## config.mk

```make
export PLATFORM = sky130hd
export DESIGN_NAME = svc_watchdog
export DESIGN_NICKNAME = d
export VERILOG_FILES = /design/src/rtl/wdt_pkg.sv /design/src/rtl/wdt_sync.sv /design/src/rtl/wdt_edge_filter.sv /design/src/rtl/wdt_period_ctr.sv /design/src/rtl/svc_watchdog.sv
export SDC_FILE = /design/constraint.sdc
export NUM_CORES = 1
export LEC_CHECK = 0
export ABC_AREA = 1
export BUFFER_PORTS_ARGS = -buffer_cell sky130_fd_sc_hd__buf_2
export CAP_MARGIN = 25
export CORE_MARGIN = 4
export CORE_UTILIZATION = 65
export CTS_CLUSTER_SIZE = 24
export DETAILED_ROUTE_END_ITERATION = 10
export GPL_TIMING_DRIVEN = 0
export PLACE_DENSITY_LB_ADDON = 0.05
export SYNTH_ARGS = -nofsm -noshare
export SYNTH_HDL_FRONTEND = slang
export SYNTH_SLANG_ARGS = --single-unit
```

## constraint.sdc

```tcl
create_clock -name clk -period 4.1 [get_ports clk]
set_input_delay 0.41 -clock clk [delete_from_list [all_inputs] [get_ports clk]]
set_output_delay 0.41 -clock clk [all_outputs]
set_load 0.01 [all_outputs]
```

## src/rtl/wdt_pkg.sv

```systemverilog
package wdt_pkg;
  // Counter width able to hold values 0 .. n-1 (at least one bit).
  function automatic int cnt_width(int n);
    return (n <= 2) ? 1 : $clog2(n);
  endfunction
endpackage

```

## src/rtl/wdt_sync.sv

```systemverilog
module wdt_sync #(
  parameter int STAGES = 2
) (
  input  logic clk,
  input  logic rst_n,
  input  logic d_i,
  output logic q_o
);
  logic [STAGES-1:0] stg_q;
  logic [STAGES-1:0] stg_d;

  always_comb begin
    stg_d = {stg_q[STAGES-2:0], d_i};
  end

  always_ff @(posedge clk or negedge rst_n) begin
    if (!rst_n) begin
      stg_q <= '0;
    end else begin
      stg_q <= stg_d;
    end
  end

  assign q_o = stg_q[STAGES-1];
endmodule

```

## src/rtl/wdt_edge_filter.sv

```systemverilog
module wdt_edge_filter #(
  parameter int FILT_TICKS = 7
) (
  input  logic clk,
  input  logic rst_n,
  input  logic lvl_i,
  output logic edge_o
);
  localparam int DW = wdt_pkg::cnt_width(FILT_TICKS);
  localparam logic [DW-1:0] DC_LAST = DW'(FILT_TICKS - 1);

  logic          acc_q, acc_d;
  logic [DW-1:0] dc_q, dc_d;
  logic          edge_q, edge_d;
  logic          differ, hit;

  always_comb begin
    differ = lvl_i ^ acc_q;
    hit    = differ && (dc_q == DC_LAST);
    acc_d  = hit ? lvl_i : acc_q;
    if (!differ || hit) begin
      dc_d = '0;
    end else begin
      dc_d = dc_q + 1'b1;
    end
    edge_d = hit;
  end

  always_ff @(posedge clk or negedge rst_n) begin
    if (!rst_n) begin
      acc_q  <= 1'b0;
      dc_q   <= '0;
      edge_q <= 1'b0;
    end else begin
      acc_q  <= acc_d;
      dc_q   <= dc_d;
      edge_q <= edge_d;
    end
  end

  assign edge_o = edge_q;
endmodule

```

## src/rtl/wdt_period_ctr.sv

```systemverilog
module wdt_period_ctr #(
  parameter int TIMEOUT_TICKS = 200_000_000,
  parameter int CW            = wdt_pkg::cnt_width(TIMEOUT_TICKS)
) (
  input  logic          clk,
  input  logic          rst_n,
  input  logic          enable_i,
  input  logic          restart_i,
  output logic          expire_o,
  output logic [CW-1:0] cnt_o
);
  localparam logic [CW-1:0] CNT_LAST = CW'(TIMEOUT_TICKS - 1);

  logic [CW-1:0] cnt_q, cnt_d;
  logic          exp_q, exp_d;
  logic          at_end, clr;

  always_comb begin
    at_end = (cnt_q == CNT_LAST);
    clr    = !enable_i || restart_i || at_end;
    cnt_d  = clr ? '0 : cnt_q + 1'b1;
    exp_d  = enable_i && !restart_i && at_end;
  end

  always_ff @(posedge clk or negedge rst_n) begin
    if (!rst_n) begin
      cnt_q <= '0;
      exp_q <= 1'b0;
    end else begin
      cnt_q <= cnt_d;
      exp_q <= exp_d;
    end
  end

  assign expire_o = exp_q;
  assign cnt_o    = cnt_q;
endmodule

```

## src/rtl/svc_watchdog.sv

```systemverilog
module svc_watchdog #(
  parameter int TIMEOUT_TICKS = 200_000_000,
  parameter int FILT_TICKS    = 7,
  parameter int SYNC_STAGES   = 2
) (
  input  logic clk,
  input  logic rst_n,
  input  logic svc_line_i,
  input  logic line_float_i,
  input  logic backup_mode_i,
  output logic expire_o
);
  localparam int CW = wdt_pkg::cnt_width(TIMEOUT_TICKS);

  logic          svc_sync;
  logic          svc_edge;
  logic          sup_en;
  logic [CW-1:0] period_cnt;

  assign sup_en = !line_float_i && !backup_mode_i;

  wdt_sync #(.STAGES(SYNC_STAGES)) sync_i (
    .clk   (clk),
    .rst_n (rst_n),
    .d_i   (svc_line_i),
    .q_o   (svc_sync)
  );

  wdt_edge_filter #(.FILT_TICKS(FILT_TICKS)) filt_i (
    .clk    (clk),
    .rst_n  (rst_n),
    .lvl_i  (svc_sync),
    .edge_o (svc_edge)
  );

  wdt_period_ctr #(.TIMEOUT_TICKS(TIMEOUT_TICKS), .CW(CW)) ctr_i (
    .clk       (clk),
    .rst_n     (rst_n),
    .enable_i  (sup_en),
    .restart_i (svc_edge),
    .expire_o  (expire_o),
    .cnt_o     (period_cnt)
  );
endmodule

```

Yosys cells after proc, flatten, opt, wreduce, memory -nomap -nowiden --
Index checks and enable logic that the tools add are counted.
Word-level totals: register bits after elaboration 36, logic and storage cells 25
Operators by class: add/sub/neg operators 2, equal/unequal tests 2, multiplexer cells 2, bitwise operators 1, reduce and logical (&&, ||, !) cells 12
Operators with widths (number):
- $add A28 B1 Y28 const B | 1
- $eq A28 B28 Y1 const B | 1
- $mux W28 | 1
- $logic_not A1 Y1 | 5
- $logic_and A1 B1 Y1 | 4
- $add A3 B1 Y3 const B | 1
- $eq A3 B3 Y1 const B | 1
- $logic_or A1 B1 Y1 | 3
- $mux W3 | 1
- $xor A1 B1 Y1 | 1

Longest topological paths before layout --
word-level depth 6, mapped depth 9, depth with buffers taken out 9

Hierarchy --
From an unflattened synthesis, not the netlist that was laid out.
Unflattened totals: cells, all modules 290, area, all modules 2040.7 sq um
By module, submodules not included:
- wdt_period_ctr | times used 1, cells an instance 261, area an instance 1752.9 sq um, sequential area each 725.7 sq um
- wdt_edge_filter | times used 1, cells an instance 26, area an instance 234.0 sq um, sequential area each 125.1 sq um
- wdt_sync | times used 1, cells an instance 2, area an instance 50.0 sq um, sequential area each 50.0 sq um
- svc_watchdog | times used 1, cells an instance 1, area an instance 3.8 sq um, sequential area each 0.0 sq um

Worst setup path before layout --
Ideal clock, no wire load.
kind flip-flop to flip-flop, start point register ctr_i.cnt_q[0] (netlist: ctr_i.cnt_o[0]), end point register ctr_i.cnt_q[0] (netlist: ctr_i.cnt_o[0]), arrival time 1.393 ns, required time 3.978 ns, slack 2.584 ns, cell stages (with the launch flop) 10, buffers on the path 1, cells stage by stage dfrtp_1 > ha_1 > inv_1 > nor2_4 > nand2_4 > nor2_2 > nand2_2 > nand2_4 > buf_6 > nor2_1
On the way: longest elaborated chain between the ends 3, elaborated cells between the ends (all ways) 4, classes of those cells add/sub: 1; eq/ne: 1; mux: 1; reduce/logical: 1
RTL lines:
- start: declaration | line wdt_period_ctr.sv:14 | logic [CW-1:0] cnt_q, cnt_d;
- start signal: assignment | line wdt_period_ctr.sv:30 | cnt_q <= cnt_d;
- parallel branches: the longest is 2 deep, another holds $add A28 B1 Y28
- $mux W28 (*) | line wdt_period_ctr.sv:21 | cnt_d = clr ? '0 : cnt_q + 1'b1;
- via ctr_i.cnt_d[0] | line wdt_period_ctr.sv:14
Mark *: on every way through the listed nets, which the timed path passes. A chain may end at the register's enable or synchronous reset.

Worst setup path in the final report --
start point register ctr_i.cnt_q[0] (netlist: ctr_i.cnt_o[0]), end point register ctr_i.cnt_q[6] (netlist: ctr_i.cnt_o[6])
The elaborated chain is that of the path after synthesis.

==> impl_results.html <==
<table>
<tr><th>Metric</th><th>Value</th></tr>
<tr><th colspan="2">Run status</th></tr>
<tr><td>Result of the run</td><td>finished, final reports clean</td></tr>
<tr><th colspan="2">Detailed routing</th></tr>
<tr><td>Post-detailed-route via-to-cell ratio</td><td>about 5.0</td></tr>
<tr><td>Number of optimization iterations in the first detailed-route pass</td><td>4</td></tr>
<tr><td>Via count</td><td>between 1500 and 2000</td></tr>
<tr><td>Post-DR wirelength/cell</td><td>approximately 12 um</td></tr>
<tr><td>Antenna-violating nets left</td><td>0</td></tr>
<tr><td>Final routed DRC violation total</td><td>0</td></tr>
<tr><td>Overall routed net length</td><td>4.223 mm</td></tr>
<tr><td>1st-iter DRT viols</td><td>97</td></tr>
<tr><th colspan="2">Worst setup path</th></tr>
<tr><td>Worst EP arrival</td><td>roughly 2.1 ns</td></tr>
<tr><td>Endpoint kind of the worst setup timing path</td><td>flop</td></tr>
<tr><td>Classification of the worst setup path</td><td>flop to flop</td></tr>
<tr><td>Worst Setup Start Kind</td><td>flop</td></tr>
<tr><td>Worst endpoint required time</td><td>roughly 4.3 ns</td></tr>
<tr><td>Launching element of the worst setup path</td><td>ctr_i.cnt_o[0]$_DFF_PN0_</td></tr>
<tr><td>Worst r2r dst</td><td>ctr_i.cnt_o[6]$_DFF_PN0_</td></tr>
<tr><td>Largest fanout on the critical path</td><td>10</td></tr>
<tr><td>Capturing instance or port of the critical path</td><td>ctr_i.cnt_o[6]$_DFF_PN0_</td></tr>
<tr><td>Reg2Reg Depth</td><td>9</td></tr>
<tr><td>Launching point of the worst reg2reg path</td><td>ctr_i.cnt_o[0]$_DFF_PN0_</td></tr>
<tr><td>Internal reg-to-reg setup slack</td><td>roughly 2.3 ns</td></tr>
<tr><th colspan="2">Power</th></tr>
<tr><td>Pleak</td><td>around 0.94 nW</td></tr>
<tr><td>Power density normalized to cell area</td><td>around 290 mW/mm2</td></tr>
<tr><td>Maximum resistive drop on vdd</td><td>0.2876 mV</td></tr>
<tr><th colspan="2">Global routing</th></tr>
<tr><td>Total congestion overflow after global routing</td><td>0</td></tr>
<tr><td>GR Util met1</td><td>between 30% and 40%</td></tr>
<tr><td>Met2 Use GR</td><td>about 38%</td></tr>
<tr><td>Number of global-route vias before repair</td><td>roughly 1700</td></tr>
<tr><td>Gr usage total</td><td>24.32%</td></tr>
<tr><td>Met3 routing resource usage after global routing</td><td>~4.9%</td></tr>
<tr><td>Largest net degree at the start of global routing</td><td>37</td></tr>
<tr><td>Antenna violations before repair</td><td>0</td></tr>
<tr><td>Wire length of the first global-routing pass</td><td>about 7.6 mm</td></tr>
<tr><td>Busiest layer in global routing</td><td>met2</td></tr>
<tr><th colspan="2">Floorplan</th></tr>
<tr><td>Die Wd</td><td>64.29 um</td></tr>
<tr><td>Num ports</td><td>6</td></tr>
<tr><td>Vert. Die Dim</td><td>~64 um</td></tr>
<tr><td>Core Footprint</td><td>0.003053 mm2</td></tr>
<tr><td>Die outline area</td><td>~0.0041 mm2</td></tr>
<tr><td>Core Rows</td><td>20</td></tr>
<tr><td>Starting density of the core</td><td>about two thirds</td></tr>
<tr><th colspan="2">Yosys</th></tr>
<tr><td>Syn_area_per_cell</td><td>7.226 um2</td></tr>
<tr><td>Count of state elements after synthesis</td><td>36</td></tr>
<tr><td>Total nets after synthesis</td><td>slightly below 300</td></tr>
<tr><td>Most used DFF post-synth</td><td>dfrtp_1</td></tr>
<tr><td>Count of unique library cells instantiated by Yosys</td><td>17</td></tr>
<tr><td>Instance count of the mapped netlist</td><td>around 290</td></tr>
<tr><td>Summed instance area of the synthesized netlist</td><td>~0.0021 mm2</td></tr>
<tr><td>Post-synthesis async set-or-reset flop share</td><td>100.0%</td></tr>
<tr><td>Yosys warning count</td><td>0</td></tr>
<tr><td>Number of synthesized flops with an enable pin</td><td>0</td></tr>
<tr><td>Seq/Total Area, Yosys</td><td>between 40 and 50%</td></tr>
<tr><th colspan="2">Timing</th></tr>
<tr><td>Final setup fails</td><td>0</td></tr>
<tr><td>Maximum clock frequency</td><td>545.7 MHz</td></tr>
<tr><td>Final number of max-transition violations</td><td>0</td></tr>
<tr><td>Worst-Margin Slew</td><td>around 0.78 ns</td></tr>
<tr><td>Ratio of final minimum period to clock period</td><td>about 45%</td></tr>
<tr><td>Total negative setup slack</td><td>0 ns</td></tr>
<tr><td>Largest clock skew in the final design</td><td>0.01220 ns</td></tr>
<tr><td>Setup repair after global routing missed its margin</td><td>false</td></tr>
<tr><td>Number of hold-slack violations in the final timing report</td><td>0</td></tr>
<tr><td>Post-layout min period</td><td>~1.8 ns</td></tr>
<tr><td>Worst slew slack as a fraction of its limit</td><td>47.88%</td></tr>
<tr><th colspan="2">Final layout</th></tr>
<tr><td>Commonest cells after routing, fill and taps aside</td><td>85 x nand2_1, 78 x nor2_1, 36 x dfrtp_1</td></tr>
<tr><td>Post-Layout Cell Count</td><td>approximately 340</td></tr>
<tr><td>Syn-to-layout area delta</td><td>6.926%</td></tr>
<tr><td>NumNets Final</td><td>around 310</td></tr>
<tr><td>Most frequent standard cell in the layout excluding fill and tap cells</td><td>nand2_1</td></tr>
<tr><td>Fillers</td><td>292</td></tr>
<tr><td>Antenna diode count</td><td>0</td></tr>
<tr><td>Fraction of final layout cells with drive strength greater than 1</td><td>about 9.7%</td></tr>
<tr><th colspan="2">Clock tree</th></tr>
<tr><td>Clock Sinks</td><td>36</td></tr>
<tr><td>Gates resized, CTS repair</td><td>0</td></tr>
<tr><td>TritonCTS clock tree</td><td>done</td></tr>
<tr><td>Clock slew at the register clock pins of the worst setup and hold paths</td><td>between 0.1 and 0.15 ns</td></tr>
<tr><td>Clock latency on the worst-skew pair</td><td>~0.35 ns</td></tr>
<tr><td>Maximum clock path buffer count</td><td>2</td></tr>
<tr><td>Setup bufs post-CTS</td><td>0</td></tr>
<tr><td>H-tree levels</td><td>2</td></tr>
<tr><td>Number of CTS-inserted buffers</td><td>5</td></tr>
<tr><td>Number of hold buffers added after CTS</td><td>0</td></tr>
<tr><td>Root buffer cell</td><td>clkbuf_4</td></tr>
<tr><th colspan="2">Placed design</th></tr>
<tr><td>DPL Wire Length</td><td>3.148 mm</td></tr>
<tr><td>Weighted congestion at the end of routability-driven global placement</td><td>1.041</td></tr>
<tr><td>Placed Cells incl. Taps</td><td>between 300 and 400</td></tr>
<tr><td>Number of buffer cells added on primary ports</td><td>5</td></tr>
<tr><th colspan="2">Hold path</th></tr>
<tr><td>Hold Crit Class</td><td>primary input to async pin</td></tr>
<tr><th colspan="2">Job</th></tr>
<tr><td># Max-Cap Violations</td><td>0</td></tr>
</table>
cell usage after synthesis (3+ instances only):
cell     number  area share [%]
nand3_1      17             4.1
nor2_2        4             1.2
dfrtp_1      36              44
nand2_2       4             1.2
inv_1        29             5.3
nor2_1       78              14
xor2_1        8             3.4
xnor2_1       7             3.0
nand2_1      85              15
nor2_4        4             2.2
ha_1          3             1.8
metrics by stage:
| stage | instance area [um2] | utilization [%] | power (W) | hold WS [ns] | worst slack [ns] |
|---|---|---|---|---|---|
| global placement | 2140 | 70.08 | 0.0004367 | 0.3348 | 2.302 |
| detailed placement | 2140 | 70.08 | 0.0004399 | 0.3387 | 2.297 |
| floorplan | 2059 | - | 0.0004204 | 0.1144 | 2.584 |
| CTS | 2202 | 72.13 | 0.0006415 | 0.1533 | 2.266 |
| finish | 2202 | 72.13 | 0.0006360 | 0.1197 | 2.267 |
| global route | 2202 | 72.13 | 0.0006734 | 0.1519 | 2.152 |
final cells by class:
cell class	count	area [um2]	share of cell area [%]
timing repair buffer	5	25.02	1.136
multi-input combinational	218	1027	46.65
inverter	29	108.9	4.943
buffer	2	22.52	1.023
tap	44	55.05	2.500
clock inverter	1	7.507	0.3409
sequential	36	900.9	40.91
clock buffer	7	55.05	2.500
layer usage:
metal  vias up  part of all wire, %
li1        894                    -
met1       789                   46
met2        31                   48
met3        10                  4.5
met4         0                  2.0
met5         -                    0
power by group:
group          switching, W  internal [W]  leakage (nW)
Clock              0.000121     0.0000839        0.0315
Sequential        0.0000112      0.000370         0.494
Combinational     0.0000297     0.0000201         0.417
Total              0.000162      0.000474         0.942
critical path, stage by stage (launching register included):
cell	delay (ns)
dfrtp_1	0.45
ha_1	0.30
inv_1	0.11
nor2_4	0.19
nand2_4	0.10
nor2_2	0.12
nand2_2	0.08
nand2_4	0.14
buf_6	0.17
nor2_1	0.05
worst min path at each step:
| stage | slack, ns | endpoint |
|---|---|---|
| floorplan | 0.11 | ctr_i.cnt_o[0]$_DFF_PN0_ |
| global placement | 0.33 | sync_i.stg_q[1]$_DFF_PN0_ |
| detailed placement | 0.34 | sync_i.stg_q[1]$_DFF_PN0_ |
| CTS | 0.15 | ctr_i.expire_o$_DFF_PN0_ |
| global route | 0.15 | sync_i.stg_q[0]$_DFF_PN0_ |
| finish | 0.12 | ctr_i.expire_o$_DFF_PN0_ |
kinds of logic (layout without fill, tap and decap cells):
group / after synthesis / in the layout / synth area share [%]
buf+inv: 31 / 44 / 6.379
flops: 36 / 36 / 43.74
xor+xnor: 15 / 15 / 6.379
fa+ha+maj: 3 / 3 / 1.823
simple gates: 197 / 197 / 40.40
mux: 1 / 1 / 0.5467
compound gates: 2 / 2 / 0.7288
registers in the layout, summed over array words and instances, names as in the netlist:
signal and count:
ctr_i.expire_o 1, ctr_i.cnt_o 28, filt_i.acc_q 1, filt_i.edge_o 1
filt_i.dc_q 3, sync_i.stg_q 2
Note: power is estimated with default switching activity, not from simulation.
